### src/rtl/nb_pkg.sv
package nb_pkg;
  localparam int NSA   = 5;
  localparam int BUF_W = 8;
  localparam int FRM_W = 4;
  localparam int POS_W = 3;

  typedef logic [BUF_W-1:0] sa_byte_t;

  // Sa slots occupy byte positions 4..0 of timeslot 0
  function automatic logic is_sa_pos(input logic [POS_W-1:0] p);
    return p <= POS_W'(NSA - 1);
  endfunction

  // Sa4 -> index 0 at position 4, Sa8 -> index 4 at position 0
  function automatic logic [POS_W-1:0] sa_of_pos(input logic [POS_W-1:0] p);
    return POS_W'(NSA - 1) - p;
  endfunction

  // odd frame 1,3,..,15 -> buffer bit 0..7
  function automatic logic [2:0] odd_slot(input logic [FRM_W-1:0] f);
    return f[3:1];
  endfunction

  // {high nibble changed, low nibble changed}
  function automatic logic [1:0] nib_diff(input sa_byte_t a, input sa_byte_t b);
    return {a[7:4] != b[7:4], a[3:0] != b[3:0]};
  endfunction
endpackage

### src/rtl/nb_rx_capture.sv
module nb_rx_capture
  import nb_pkg::*;
#(
  parameter int N = NSA,
  localparam int NIB_W = 2 * (N - 1)
) (
  input  logic                 clk,
  input  logic                 rst_n,
  input  logic                 ts0_stb,
  input  logic [FRM_W-1:0]     frame_idx,
  input  logic [POS_W-1:0]     bit_pos,
  input  logic                 rx_bit,
  output logic [N-1:0][BUF_W-1:0] rx_buf,
  output logic                 mf_evt,
  output logic                 commit_evt,
  output logic [N-2:0]         bitcos_evt,
  output logic [NIB_W-1:0]     nibcos_evt
);
  logic [N-1:0][BUF_W-1:0] shadow, shadow_nx;
  logic [N-1:0]            prev_bit;
  logic                    cap_en;
  logic [POS_W-1:0]        sidx;
  logic [2:0]              kslot;

  assign sidx       = sa_of_pos(bit_pos);
  assign kslot      = odd_slot(frame_idx);
  assign cap_en     = ts0_stb && frame_idx[0] && is_sa_pos(bit_pos);
  assign commit_evt = ts0_stb && (frame_idx == 4'd15) && (bit_pos == 3'd0);
  assign mf_evt     = ts0_stb && (frame_idx == 4'd0) && (bit_pos == 3'd7);

  always_comb begin
    shadow_nx = shadow;
    if (cap_en) shadow_nx[sidx][kslot] = rx_bit;
  end

  for (genvar g = 1; g < N; g++) begin : g_cos
    assign bitcos_evt[g-1] = cap_en && (sidx == POS_W'(g)) && (rx_bit != prev_bit[g]);
    assign nibcos_evt[2*(g-1) +: 2] = commit_evt ? nib_diff(rx_buf[g], shadow_nx[g]) : 2'b00;
  end

  always_ff @(posedge clk or negedge rst_n) begin
    if (!rst_n) begin
      shadow   <= '0;
      rx_buf   <= '0;
      prev_bit <= '0;
    end else begin
      shadow <= shadow_nx;
      if (cap_en) prev_bit[sidx] <= rx_bit;
      if (commit_evt) rx_buf <= shadow_nx;
    end
  end

  a_r2_atomic_commit: assert property (@(posedge clk) disable iff (!rst_n)
    !commit_evt |=> $stable(rx_buf));
  a_r1_last_bit_lands: assert property (@(posedge clk) disable iff (!rst_n)
    commit_evt |=> rx_buf[N-1][BUF_W-1] == $past(rx_bit));
  a_r8_nib_only_on_commit: assert property (@(posedge clk) disable iff (!rst_n)
    !commit_evt |-> nibcos_evt == '0);
endmodule

### src/rtl/nb_tx_insert.sv
module nb_tx_insert
  import nb_pkg::*;
#(
  parameter int N = NSA
) (
  input  logic                    clk,
  input  logic                    rst_n,
  input  logic                    ts0_stb,
  input  logic [FRM_W-1:0]        frame_idx,
  input  logic [POS_W-1:0]        bit_pos,
  input  logic                    ch0_in,
  input  logic                    dl_bit,
  input  logic [N-1:0][BUF_W-1:0] tx_buf,
  input  logic [N-1:0]            transp,
  input  logic [N-1:0]            dl_sel,
  output logic                    tx_bit,
  output logic                    dl_take
);
  logic             sa_slot;
  logic [POS_W-1:0] s;
  logic [2:0]       k;

  assign sa_slot = ts0_stb && frame_idx[0] && is_sa_pos(bit_pos);
  assign s       = sa_of_pos(bit_pos);
  assign k       = odd_slot(frame_idx);
  assign dl_take = sa_slot && dl_sel[s];

  always_comb begin
    if (!sa_slot)       tx_bit = ch0_in;
    else if (dl_sel[s]) tx_bit = dl_bit;
    else if (transp[s]) tx_bit = ch0_in;
    else                tx_bit = tx_buf[s][k];
  end

  a_r5_dl_wins: assert property (@(posedge clk) disable iff (!rst_n)
    dl_take |-> tx_bit == dl_bit);
  a_r3_even_frame_passes: assert property (@(posedge clk) disable iff (!rst_n)
    (ts0_stb && !frame_idx[0]) |-> (tx_bit == ch0_in && !dl_take));
endmodule

### src/rtl/nb_irq_flags.sv
module nb_irq_flags #(
  parameter int W = 5
) (
  input  logic         clk,
  input  logic         rst_n,
  input  logic [W-1:0] set_vec,
  input  logic [W-1:0] clr_vec,
  input  logic [W-1:0] mask,
  output logic [W-1:0] flags,
  output logic         irq
);
  always_ff @(posedge clk or negedge rst_n) begin
    if (!rst_n) flags <= '0;
    else        flags <= (flags & ~clr_vec) | set_vec;
  end

  assign irq = |(flags & mask);

  a_r9_set_wins: assert property (@(posedge clk) disable iff (!rst_n)
    (|set_vec) |=> (flags & $past(set_vec)) == $past(set_vec));
  a_r9_sticky: assert property (@(posedge clk) disable iff (!rst_n)
    (|(flags & ~clr_vec)) |=> (flags & $past(flags & ~clr_vec)) == $past(flags & ~clr_vec));
  a_r10_irq_needs_flag: assert property (@(posedge clk) disable iff (!rst_n)
    irq |-> (|flags));
endmodule

### src/rtl/nb_e1_natbits.sv
module nb_e1_natbits
  import nb_pkg::*;
#(
  parameter int N = NSA,
  localparam int NIB_W = 2 * (N - 1)
) (
  input  logic             clk,
  input  logic             rst_n,
  input  logic             ts0_stb,
  input  logic [FRM_W-1:0] frame_idx,
  input  logic [POS_W-1:0] bit_pos,
  input  logic             rx_bit,
  input  logic             ch0_in,
  input  logic             dl_bit,
  output logic             tx_bit,
  output logic             dl_take,
  input  logic             reg_wr,
  input  logic [3:0]       reg_addr,
  input  logic [7:0]       reg_wdata,
  output logic [7:0]       reg_rdata,
  output logic             irq
);
  localparam logic [3:0] A_RXB  = 4'd5;
  localparam logic [3:0] A_TRN  = 4'd10;
  localparam logic [3:0] A_DLS  = 4'd11;
  localparam logic [3:0] A_FLA  = 4'd12;
  localparam logic [3:0] A_FLB  = 4'd13;
  localparam logic [3:0] A_MSKA = 4'd14;
  localparam logic [3:0] A_MSKB = 4'd15;

  logic [N-1:0][BUF_W-1:0] tx_buf, rx_buf;
  logic [N-1:0]            transp, dl_sel, mask_a, flags_a, clr_a, set_a;
  logic [NIB_W-1:0]        mask_b, flags_b, clr_b, nibcos_evt;
  logic [N-2:0]            bitcos_evt;
  logic                    mf_evt, commit_evt, irq_a, irq_b;

  nb_rx_capture #(.N(N)) u_rx (
    .clk, .rst_n, .ts0_stb, .frame_idx, .bit_pos, .rx_bit,
    .rx_buf, .mf_evt, .commit_evt, .bitcos_evt, .nibcos_evt
  );

  nb_tx_insert #(.N(N)) u_tx (
    .clk, .rst_n, .ts0_stb, .frame_idx, .bit_pos, .ch0_in, .dl_bit,
    .tx_buf, .transp, .dl_sel, .tx_bit, .dl_take
  );

  assign set_a = {bitcos_evt, mf_evt};
  assign clr_a = (reg_wr && reg_addr == A_FLA) ? reg_wdata[N-1:0] : '0;
  assign clr_b = (reg_wr && reg_addr == A_FLB) ? reg_wdata[NIB_W-1:0] : '0;

  nb_irq_flags #(.W(N)) u_fla (
    .clk, .rst_n, .set_vec(set_a), .clr_vec(clr_a), .mask(mask_a),
    .flags(flags_a), .irq(irq_a)
  );
  nb_irq_flags #(.W(NIB_W)) u_flb (
    .clk, .rst_n, .set_vec(nibcos_evt), .clr_vec(clr_b), .mask(mask_b),
    .flags(flags_b), .irq(irq_b)
  );

  assign irq = irq_a | irq_b;

  always_ff @(posedge clk or negedge rst_n) begin
    if (!rst_n) begin
      tx_buf <= '0;
      transp <= '0;
      dl_sel <= '0;
      mask_a <= '0;
      mask_b <= '0;
    end else if (reg_wr) begin
      if (reg_addr < A_RXB) tx_buf[reg_addr[2:0]] <= reg_wdata;
      case (reg_addr)
        A_TRN:   transp <= reg_wdata[N-1:0];
        A_DLS:   dl_sel <= reg_wdata[N-1:0];
        A_MSKA:  mask_a <= reg_wdata[N-1:0];
        A_MSKB:  mask_b <= reg_wdata[NIB_W-1:0];
        default: ;
      endcase
    end
  end

  always_comb begin
    reg_rdata = '0;
    if (reg_addr < A_RXB)      reg_rdata = tx_buf[reg_addr[2:0]];
    else if (reg_addr < A_TRN) reg_rdata = rx_buf[3'(reg_addr - A_RXB)];
    else begin
      case (reg_addr)
        A_TRN:   reg_rdata[N-1:0]     = transp;
        A_DLS:   reg_rdata[N-1:0]     = dl_sel;
        A_FLA:   reg_rdata[N-1:0]     = flags_a;
        A_FLB:   reg_rdata[NIB_W-1:0] = flags_b;
        A_MSKA:  reg_rdata[N-1:0]     = mask_a;
        A_MSKB:  reg_rdata[NIB_W-1:0] = mask_b;
        default: ;
      endcase
    end
  end

  a_r6_mf_flag: assert property (@(posedge clk) disable iff (!rst_n)
    mf_evt |=> flags_a[0]);
  a_r10_irq_zero_unmasked: assert property (@(posedge clk) disable iff (!rst_n)
    (mask_a == '0 && mask_b == '0) |-> !irq);
endmodule

### config.mk
export PLATFORM = sky130hd
export DESIGN_NAME = nb_e1_natbits
export DESIGN_NICKNAME = d
export VERILOG_FILES = /design/src/rtl/nb_pkg.sv /design/src/rtl/nb_rx_capture.sv /design/src/rtl/nb_tx_insert.sv /design/src/rtl/nb_irq_flags.sv /design/src/rtl/nb_e1_natbits.sv
export SDC_FILE = /design/constraint.sdc
export NUM_CORES = 1
export LEC_CHECK = 0
export BUFFER_PORTS_ARGS = -buffer_cell sky130_fd_sc_hd__buf_2
export CAP_MARGIN = 5
export CELL_PAD_IN_SITES_DETAIL_PLACEMENT = 0
export CELL_PAD_IN_SITES_GLOBAL_PLACEMENT = 2
export CORE_MARGIN = 5
export CORE_UTILIZATION = 40
export CTS_CLUSTER_DIAMETER = 200
export DETAILED_ROUTE_END_ITERATION = 8
export PLACE_DENSITY_LB_ADDON = 0.1
export SLEW_MARGIN = 20
export SYNTH_ARGS = -nofsm -noshare
export SYNTH_HDL_FRONTEND = slang
export SYNTH_SLANG_ARGS = --single-unit
### constraint.sdc
create_clock -name clk -period 3.85 [get_ports clk]
set_input_delay 0.5775 -clock clk [delete_from_list [all_inputs] [get_ports clk]]
set_output_delay 0.5775 -clock clk [all_outputs]
set_load 0.02 [all_outputs]
==> flow_metrics.py, run 1 <==
metrics = {
    "timing": {
        "max_freq_mhz": 280,
        "setup_tns_ps": 0,
        "min_period_ps": 3580,
        "slew_viol_final": 0,
        "skew_ps": 7.62,
        "period_share_pct": 92.9,
        "finalWorstSetupSlack_ps": 275,
        "max-slew-margin-rel_pct": 36.0,
        "tightest_slew_ps": 958,
        "rsz0062_at_grt": "false",
        "setup_violations": 0,
        "hold_viol": 0,
    },
    "cts": {
        "cts.sinks": 160,
        "post_cts_buffers": 0,
        "cts_root_buffer": "clkbuf_16",
        "clk_pin_slew_worst_paths_ps": 70,
        "h-tree-depth": 4,
        "cts_tree": "built",
        "clk-insertion-delay-late_ps": 430,
        "clk_path_buf_depth": 2,
        "holdBufCountCts": 0,
        "post_cts_resized": 0,
        "cts_buffers": 17,
    },
    "detailed_routing": {
        "vias_per_cell": 5.74,
        "drt_iter0_drc": 395,
        "drtPass1Iterations": 6,
        "totalWireLength_um": 26000,
        "antenna_left": 0,
        "avgRoutedWirePerCell_um": 23.7,
        "via_count": 6305,
        "drc": 0,
    },
    "place": {
        "io_buffers": 36,
        "gp_congestion": 0.932,
        "place_hpwl_um": 19000,
        "dp.cells": 1067,
        "preCtsSetupSlack_ps": 294,
    },
    "critical_path": {
        "critPathTopFamily": "compound AO/OA/AOI/OAI gates",
        "worstPathArrival_ps": 3000,
        "crit_buf_inv": 3,
        "crit_required_ps": 3270,
        "cp-start-kind": "primary input",
        "crit_chain": "buf_2 > inv_1 > ha_1 > ha_1 > nand2_1 > o22ai_1 > a21oi_1 > a21oi_1 > o32ai_1 > a41oi_1 > buf_2",
        "worstSetupEndpointType": "output port",
        "slowest_delay_ps": 550,
        "worst-setup-path-type": "in2out",
        "path_max_fanout": 11,
        "cp_slowest_cell": "ha_1",
    },
    "global_route": {
        "globalRouteTotalUtil_pct": 21.6,
        "antenna_found_initial": 0,
        "grt_overflow": 0,
        "grt_pass1_vias": 6516,
        "grt_max_degree": 101,
        "grt_pass1_wl_um": 40400,
    },
    "synthesis": {
        "synth_warnings": 0,
        "postSynthAreaPerCell_um2": 11.2,
        "syn_inst": 786,
        "synth_edf_count": 0,
        "ys_ff_latch": 160,
        "yosysSeqAreaShare_pct": 45.4,
        "syn-cell-area_um2": 8820,
        "synth_cell_type_count": 64,
        "syn_nets": 824,
        "ys.flop_type": "dfrtp_1",
        "async_flop_share_pct": 100,
    },
    "run": {
        "drv_cap": 0,
    },
    "layout": {
        "final_common_cell": "dfrtp_1",
        "nets": 844,
        "syn_to_final_growth_pct": 11.9,
        "n_antenna_cell": 0,
        "drive_above_1_share_pct": 27.1,
        "instances_no_fill": 1099,
        "nFillCells": 2089,
        "layout_common_cells": "dfrtp_1, mux2_2, nand2_1, mux2i_1, inv_1",
    },
    "floorplan": {
        "die_h_um": 159,
        "die-area_um2": 25100,
        "io_pins": 37,
        "start_util_pct": 40.6,
        "fp-row-count": 54,
        "core_area_um2": 21800,
        "die_w_um": 159,
    },
    "power_and_ir_drop": {
        "peakVddDrop_v": 0.000255,
        "p_per_area_nw_per_um2": 484,
        "leakagePower_nw": 4.49,
        "p_total_w": 0.00478,
    },
    "outcome": {
        "status": "finished, final reports clean",
    },
    "worst_hold_path": {
        "worstHoldPathType": "in2async",
    },
}
-- final cells by class --
type	instances	area (um2)	share of cell area, %
Clock buffer	17	425	4.31
Clock inverter	15	218	2.20
Inverter	40	150	1.52
Multi-Input combinational cell	527	4350	44.0
Sequential cell	160	4000	40.5
Tap cell	280	350	3.55
Timing Repair Buffer	60	379	3.84
-- state kept, by name, summed over array words and instances (netlist names) --
signal	flops
u_rx.prev_bit	4
dl_sel	5
tx_buf	40
mask_a	5
u_rx.shadow	40
u_rx.rx_buf	40
u_flb.flags	8
transp	5
mask_b	8
u_fla.flags	5
-- stage by stage --
stage / utilization (%) / hold slack (ps) / area, um2
floorplan: - / 282 / 8820
global placement: 42.4 / 477 / 9230
detailed placement: 42.4 / 482 / 9230
CTS: 45.4 / 303 / 9880
global route: 45.4 / 341 / 9880
finish: 45.4 / 269 / 9880
-- worst reg2reg max path, delay by kind of cell (launching register included) --
family	cells	cell delay [ps]
AOI/OAI and AO/OA	1	50
xor gates and xnor gates	1	100
buffers and inverters	1	230
DFF	1	370
muxes	1	250
and+or+nand+nor	1	480
-- cell usage after synthesis (3+ instances only) --
| cell type | n | area, um2 |
|---|---|---|
| nor3b_4 | 3 | 56.3 |
| buf_4 | 11 | 82.6 |
| nor2_1 | 15 | 56.3 |
| xnor2_1 | 33 | 289 |
| buf_1 | 3 | 11.3 |
| o22a_1 | 4 | 35.0 |
| nand3_1 | 5 | 25.0 |
| mux2i_1 | 41 | 410 |
| and3b_1 | 4 | 35.0 |
| a22o_1 | 3 | 26.3 |
| dfrtp_1 | 160 | 4000 |
| a22oi_1 | 21 | 158 |
| nand2_1 | 74 | 278 |
| xor2_1 | 5 | 43.8 |
| mux2i_2 | 3 | 41.3 |
| a31o_2 | 4 | 35.0 |
| o22ai_1 | 9 | 56.3 |
| clkbuf_1 | 30 | 113 |
| ha_1 | 12 | 150 |
| o2111ai_1 | 15 | 131 |
| a32o_1 | 3 | 30.0 |
| nand3b_1 | 6 | 45.0 |
| a31oi_1 | 5 | 31.3 |
| a221oi_1 | 9 | 78.8 |
| nor3_2 | 4 | 40.0 |
| o21ai_1 | 8 | 40.0 |
| o21ai_0 | 38 | 190 |
| and2_1 | 4 | 25.0 |
| nor3_1 | 4 | 20.0 |
| nor4_1 | 20 | 125 |
| a21oi_1 | 23 | 115 |
| inv_1 | 40 | 150 |
| buf_6 | 7 | 78.8 |
| mux4_2 | 18 | 405 |
| buf_2 | 8 | 40.0 |
| or3_1 | 3 | 18.8 |
| nor4_2 | 4 | 50.1 |
| a21o_1 | 3 | 22.5 |
| and3_1 | 11 | 68.8 |
| mux2_2 | 84 | 946 |
-- report_power, final --
group	internal (W)	switching, W
Combinational	0.000383	0.000457
Clock	0.00111	0.000754
Sequential	0.00190	0.000176
-- worst paths after layout --
check / slack, ps / depth (start not counted) / end / startpoint
worst min-delay path: 270 / 1 / mask_a[1] / rst_n
max in group asynchronous: 2590 / 2 / u_rx.rx_buf[16] / rst_n
worst max-delay path: 270 / 11 / tx_bit / bit_pos[1]
min in group clk: 490 / 3 / u_fla.flags[0] / ts0_stb
worst min register to register: 500 / 1 / u_rx.shadow[4] / u_rx.shadow[4]
worst max register to register: 2250 / 5 / u_flb.flags[7] / u_rx.shadow[39]
-- layer usage --
| layer | vias up | track usage [%] | share of wire [%] |
|---|---|---|---|
| met1 | 3213 | 29.0 | 44 |
| met3 | 27 | 4.65 | 4.9 |
| met4 | 0 | 6.99 | 2.6 |
| met2 | 153 | 35.2 | 48 |
| met5 | - | 0 | 0 |
| li1 | 2912 | - | - |
-- logic make-up after synthesis --
logic type                 synth area share [%]
muxes                                      20.4
AOI/OAI and AO/OA                          12.1
buffers and inverters                      5.39
DFF                                        45.4
adders and majority gates                  1.70
and+or+nand+nor                            11.2
xor gates and xnor gates                   3.77
No activity file was read; power rests on OpenSTA's default activity.
==> run 2: changes to the inputs <==
--- a/config.mk
+++ b/config.mk
@@ -9,7 +9,6 @@
 export CAP_MARGIN = 5
 export CELL_PAD_IN_SITES_DETAIL_PLACEMENT = 0
 export CELL_PAD_IN_SITES_GLOBAL_PLACEMENT = 2
-export CORE_MARGIN = 5
 export CORE_UTILIZATION = 40
 export CTS_CLUSTER_DIAMETER = 200
 export DETAILED_ROUTE_END_ITERATION = 8
==> flow_metrics.py, run 2 (synthesized netlist as in run 1, its figures left out) <==
metrics = {
    "critical_path": {
        "cp_slowest_cell": "ha_1",
        "worstPathArrival_ps": 2950,
        "path_max_fanout": 11,
        "crit_required_ps": 3270,
        "crit_cells": 11,
        "crit_buf_inv": 3,
        "worst-setup-path-type": "in2out",
        "cp-start-kind": "primary input",
        "crit_chain": "buf_2 > inv_1 > ha_1 > ha_1 > nand2_1 > o22ai_1 > a21oi_1 > a21oi_1 > o32ai_1 > a41oi_1 > buf_2",
        "worstSetupEndpointType": "output port",
        "critPathTopFamily": "compound AO/OA/AOI/OAI gates",
        "ff2ff_path_depth": 4,
        "slowest_delay_ps": 530,
    },
    "cts": {
        "h-tree-depth": 4,
        "cts_root_buffer": "clkbuf_16",
        "cts_tree": "built",
        "clk-insertion-delay-late_ps": 440,
        "cts_buffers": 17,
        "clk_path_buf_depth": 2,
        "holdBufCountCts": 0,
        "clk_pin_slew_worst_paths_ps": 70,
        "post_cts_buffers": 0,
        "cts.sinks": 160,
        "post_cts_resized": 0,
    },
    "timing": {
        "setup_tns_ps": 0,
        "hold_viol": 0,
        "period_share_pct": 91.6,
        "hold_ws_ps": 153,
        "rsz0062_at_grt": "false",
        "max-slew-margin-rel_pct": 43.1,
        "min_period_ps": 3530,
        "skew_ps": 8.62,
        "slew_viol_final": 0,
        "max_freq_mhz": 284,
        "setup_violations": 0,
        "tightest_slew_ps": 852,
    },
    "floorplan": {
        "core_area_um2": 21400,
        "die_h_um": 151,
        "fp-row-count": 53,
        "start_util_pct": 41.3,
        "die-area_um2": 22700,
        "io_pins": 37,
        "die_w_um": 151,
    },
    "layout": {
        "n_antenna_cell": 0,
        "nFillCells": 1985,
        "nets": 844,
        "finish.utilization_pct": 45.9,
        "syn_to_final_growth_pct": 11.1,
        "drive_above_1_share_pct": 27.0,
        "final_area_um2": 9810,
        "final_common_cell": "dfrtp_1",
        "instances_no_fill": 1094,
        "reg.largest.list": "tx_buf (40), u_rx.rx_buf (40), u_rx.shadow (40)",
        "layout_common_cells": "dfrtp_1, mux2_2, nand2_1, mux2i_1, inv_1",
    },
    "detailed_routing": {
        "via_count": 6320,
        "drc": 0,
        "vias_per_cell": 5.78,
        "totalWireLength_um": 25600,
        "avgRoutedWirePerCell_um": 23.4,
        "drt_iter0_drc": 471,
        "drtPass1Iterations": 5,
        "antenna_left": 0,
    },
    "power_and_ir_drop": {
        "p_sw_share_pct": 30.0,
        "p_per_area_nw_per_um2": 469,
        "clockPowerShare_pct": 36.9,
        "switchingPower_w": 0.00138,
        "peakVddDrop_v": 0.000289,
        "internal-power_w": 0.00322,
        "p_seq_share_pct": 45.2,
        "leakagePower_nw": 4.45,
        "p_comb_share_pct": 17.9,
    },
    "place": {
        "dp.cells": 1062,
        "io_buffers": 36,
        "gp_congestion": 0.940,
        "place_hpwl_um": 18500,
        "dpl_cell_area_um2": 9230,
    },
    "global_route": {
        "grt_pass1_vias": 6459,
        "globalRouteTotalUtil_pct": 24.1,
        "grt_pass1_wl_um": 39600,
        "grt_max_degree": 83,
        "grt_overflow": 0,
        "antenna_found_initial": 0,
    },
    "worst_hold_path": {
        "worstHoldPathType": "in2async",
    },
    "outcome": {
        "status": "finished, final reports clean",
    },
    "run": {
        "drv_cap": 0,
    },
}
-- run 2: changes by cell type in the layout (fill, tap and decap cells not counted), sizes merged --
cell and delta:
bufinv -3, clkbuf +3, inv -3, clkinvlp +2, clkinv +1
-- run 2: stage by stage --
stage	power [W]	setup slack, ps
2_1_floorplan	0.00261	192
5_1_grt	0.00481	145
4_1_cts	0.00464	330
3_5_place_dp	0.00293	347
6_report	0.00460	323
3_3_place_gp	0.00291	415
-- run 2: worst paths after layout --
path	start	end	slack, ps
max	bit_pos[1]	tx_bit	320
max in group asynchronous	rst_n	u_rx.shadow[3]	2790
min	rst_n	mask_a[2]	150
min in group clk	ts0_stb	u_fla.flags[0]	460
min reg2reg	u_rx.shadow[1]	u_rx.shadow[1]	500
max reg2reg	u_rx.shadow[18]	u_flb.flags[2]	2310
-- run 2: cell type report --
type	instances	area (um2)	share of cell area, %
Clock buffer	20	457	4.66
Clock inverter	12	124	1.26
Inverter	40	150	1.53
Multi-Input combinational cell	527	4350	44.3
Sequential cell	160	4000	40.8
Tap cell	275	344	3.51
Timing Repair Buffer	60	379	3.87
-- run 2: power groups by stage --
stage	Sequential (W)	Combinational, W	Clock [W]
after floorplan	0.00203	0.000581	0
after global placement	0.00209	0.000818	0
after detailed placement	0.00210	0.000829	0
after CTS	0.00207	0.000832	0.00173
after global routing	0.00210	0.000894	0.00181
final	0.00208	0.000822	0.00170
-- run 2: routing by layer --
metal	track usage, %	wire [um]	vias up
met3	3.64	874	28
met5	0	0	-
met2	40.0	12500	122
li1	-	-	2910
met1	32.4	11700	3260
met4	7.22	476	0
==> run 3: changes to the inputs <==
--- a/config.mk
+++ b/config.mk
@@ -9,6 +9,7 @@
 export CAP_MARGIN = 5
 export CELL_PAD_IN_SITES_DETAIL_PLACEMENT = 0
 export CELL_PAD_IN_SITES_GLOBAL_PLACEMENT = 2
+export CORE_ASPECT_RATIO = 0.9
 export CORE_UTILIZATION = 40
 export CTS_CLUSTER_DIAMETER = 200
 export DETAILED_ROUTE_END_ITERATION = 8
==> constraint.sdc (replaced) <==
create_clock -name clk -period 4.4 [get_ports clk]
set_input_delay 0.66 -clock clk [delete_from_list [all_inputs] [get_ports clk]]
set_output_delay 0.66 -clock clk [all_outputs]
set_load 0.02 [all_outputs]
==> flow_metrics.py, run 3 (synthesized netlist as in run 1, its figures left out) <==
metrics = {
    "outcome": {
        "status": "finished, final reports clean",
    },
    "timing": {
        "max-slew-margin-rel_pct": 32.6,
        "tightest_slew_ps": 1010,
        "skew_ps": 9.82,
        "min_period_ps": 3890,
        "slew_viol_final": 0,
        "setup_tns_ps": 0,
        "rsz0062_at_grt": "false",
        "period_share_pct": 88.3,
        "setup_violations": 0,
        "max_freq_mhz": 257,
        "hold_viol": 0,
    },
    "critical_path": {
        "worst-setup-path-type": "in2out",
        "ff2ff_path_depth": 4,
        "worstSetupEndpointType": "output port",
        "reg2reg_slack_ps": 2670,
        "path_max_fanout": 7,
        "r2r-end": "u_flb.flags[1]",
        "cp-start-kind": "primary input",
        "timing.rr.start": "u_rx.shadow[13]",
        "worstPathArrival_ps": 3230,
        "crit_required_ps": 3740,
    },
    "detailed_routing": {
        "drc": 0,
        "antenna_left": 0,
        "avgRoutedWirePerCell_um": 23.7,
        "drt_iter0_drc": 421,
        "vias_per_cell": 5.79,
        "via_count": 6401,
        "totalWireLength_um": 26200,
        "drtPass1Iterations": 7,
    },
    "floorplan": {
        "io_pins": 37,
        "start_util_pct": 40.8,
        "die_w_um": 159,
        "core_area_um2": 21600,
        "die_h_um": 143,
        "die-area_um2": 22700,
        "fp-row-count": 51,
    },
    "layout": {
        "final_common_cell": "dfrtp_1",
        "n_antenna_cell": 0,
        "drive_above_1_share_pct": 26.6,
        "syn_to_final_growth_pct": 10.8,
        "nets": 840,
        "reg.largest.list": "tx_buf (40), u_rx.rx_buf (40), u_rx.shadow (40)",
        "layout_common_cells": "dfrtp_1, mux2_2, nand2_1, mux2i_1, inv_1",
    },
    "run": {
        "drv_cap": 0,
    },
    "cts": {
        "cts_root_buffer": "clkbuf_16",
        "post_cts_resized": 0,
        "cts_tree": "built",
        "cts_buffers": 17,
        "cts.sinks": 160,
        "clk-insertion-delay-late_ps": 440,
        "clk_pin_slew_worst_paths_ps": 70,
        "post_cts_buffers": 0,
        "holdBufCountCts": 0,
        "h-tree-depth": 4,
        "clk_path_buf_depth": 2,
    },
    "global_route": {
        "grt_overflow": 0,
        "grt_pass1_vias": 6485,
        "grt_max_degree": 94,
        "globalRouteTotalUtil_pct": 24.7,
        "grt_pass1_wl_um": 40300,
        "antenna_found_initial": 0,
    },
    "worst_hold_path": {
        "worstHoldPathType": "in2async",
    },
    "place": {
        "place_hpwl_um": 18800,
        "io_buffers": 36,
        "gp_congestion": 0.837,
    },
    "power_and_ir_drop": {
        "leakagePower_nw": 4.42,
        "peakVddDrop_v": 0.000256,
        "p_total_w": 0.00401,
        "p_per_area_nw_per_um2": 410,
    },
}
==> run 3: through the flow <==
stage                     hold slack [ps]  worst slack (ps)  instances  util, %  instance area, um2
final                                 290               513       1106     45.2                9780
after CTS                             346               530       1106     45.2                9780
after global placement                475               525       1074     42.5                9200
after floorplan                       364               577        786        -                8820
after global routing                  361               345       1106     45.2                9780
after detailed placement              480               525       1074     42.5                9200
==> run 3: per-layer routing <==
metal	track usage (%)	share of wire, %
met3	4.52	4.5
met2	36.6	45
met4	8.60	2.3
met1	36.0	48
met5	0	0
==> run 3: power by group <==
part           total, W  leakage (nW)  internal, W  switching [W]
sequential      0.00182          2.11      0.00166       0.000156
combinational  0.000712          2.04     0.000328       0.000384
clock           0.00148         0.274     0.000799       0.000682
==> run 3: worst max path at each step <==
| stage | to | startpoint | cells past startpoint | slack [ps] |
|---|---|---|---|---|
| after detailed placement | tx_bit | bit_pos[1] | 11 | 520 |
| after CTS | tx_bit | bit_pos[1] | 11 | 530 |
| after global routing | tx_bit | bit_pos[1] | 11 | 340 |
| final | tx_bit | bit_pos[1] | 11 | 510 |
| after global placement | tx_bit | bit_pos[1] | 11 | 530 |
| after floorplan | tx_bit | bit_pos[0] | 13 | 580 |
==> run 3: worst max-delay path: stages <==
cell and delay, ps:
buf_2 160, inv_1 100, ha_1 210, ha_1 340, buf_4 200, and2_1 150, a22oi_1 190, o22ai_1 140
a2111oi_0 610, a41oi_1 240, buf_2 210
==> run 3: final cells by class <==
cell class,instances,area [um2]
Inverter,40,150
Tap cell,291,364
Fill cell,2041,11900
Clock inverter,14,144
Sequential cell,160,4000
Timing Repair Buffer,56,337
Multi-Input combinational cell,527,4350
Clock buffer,18,429
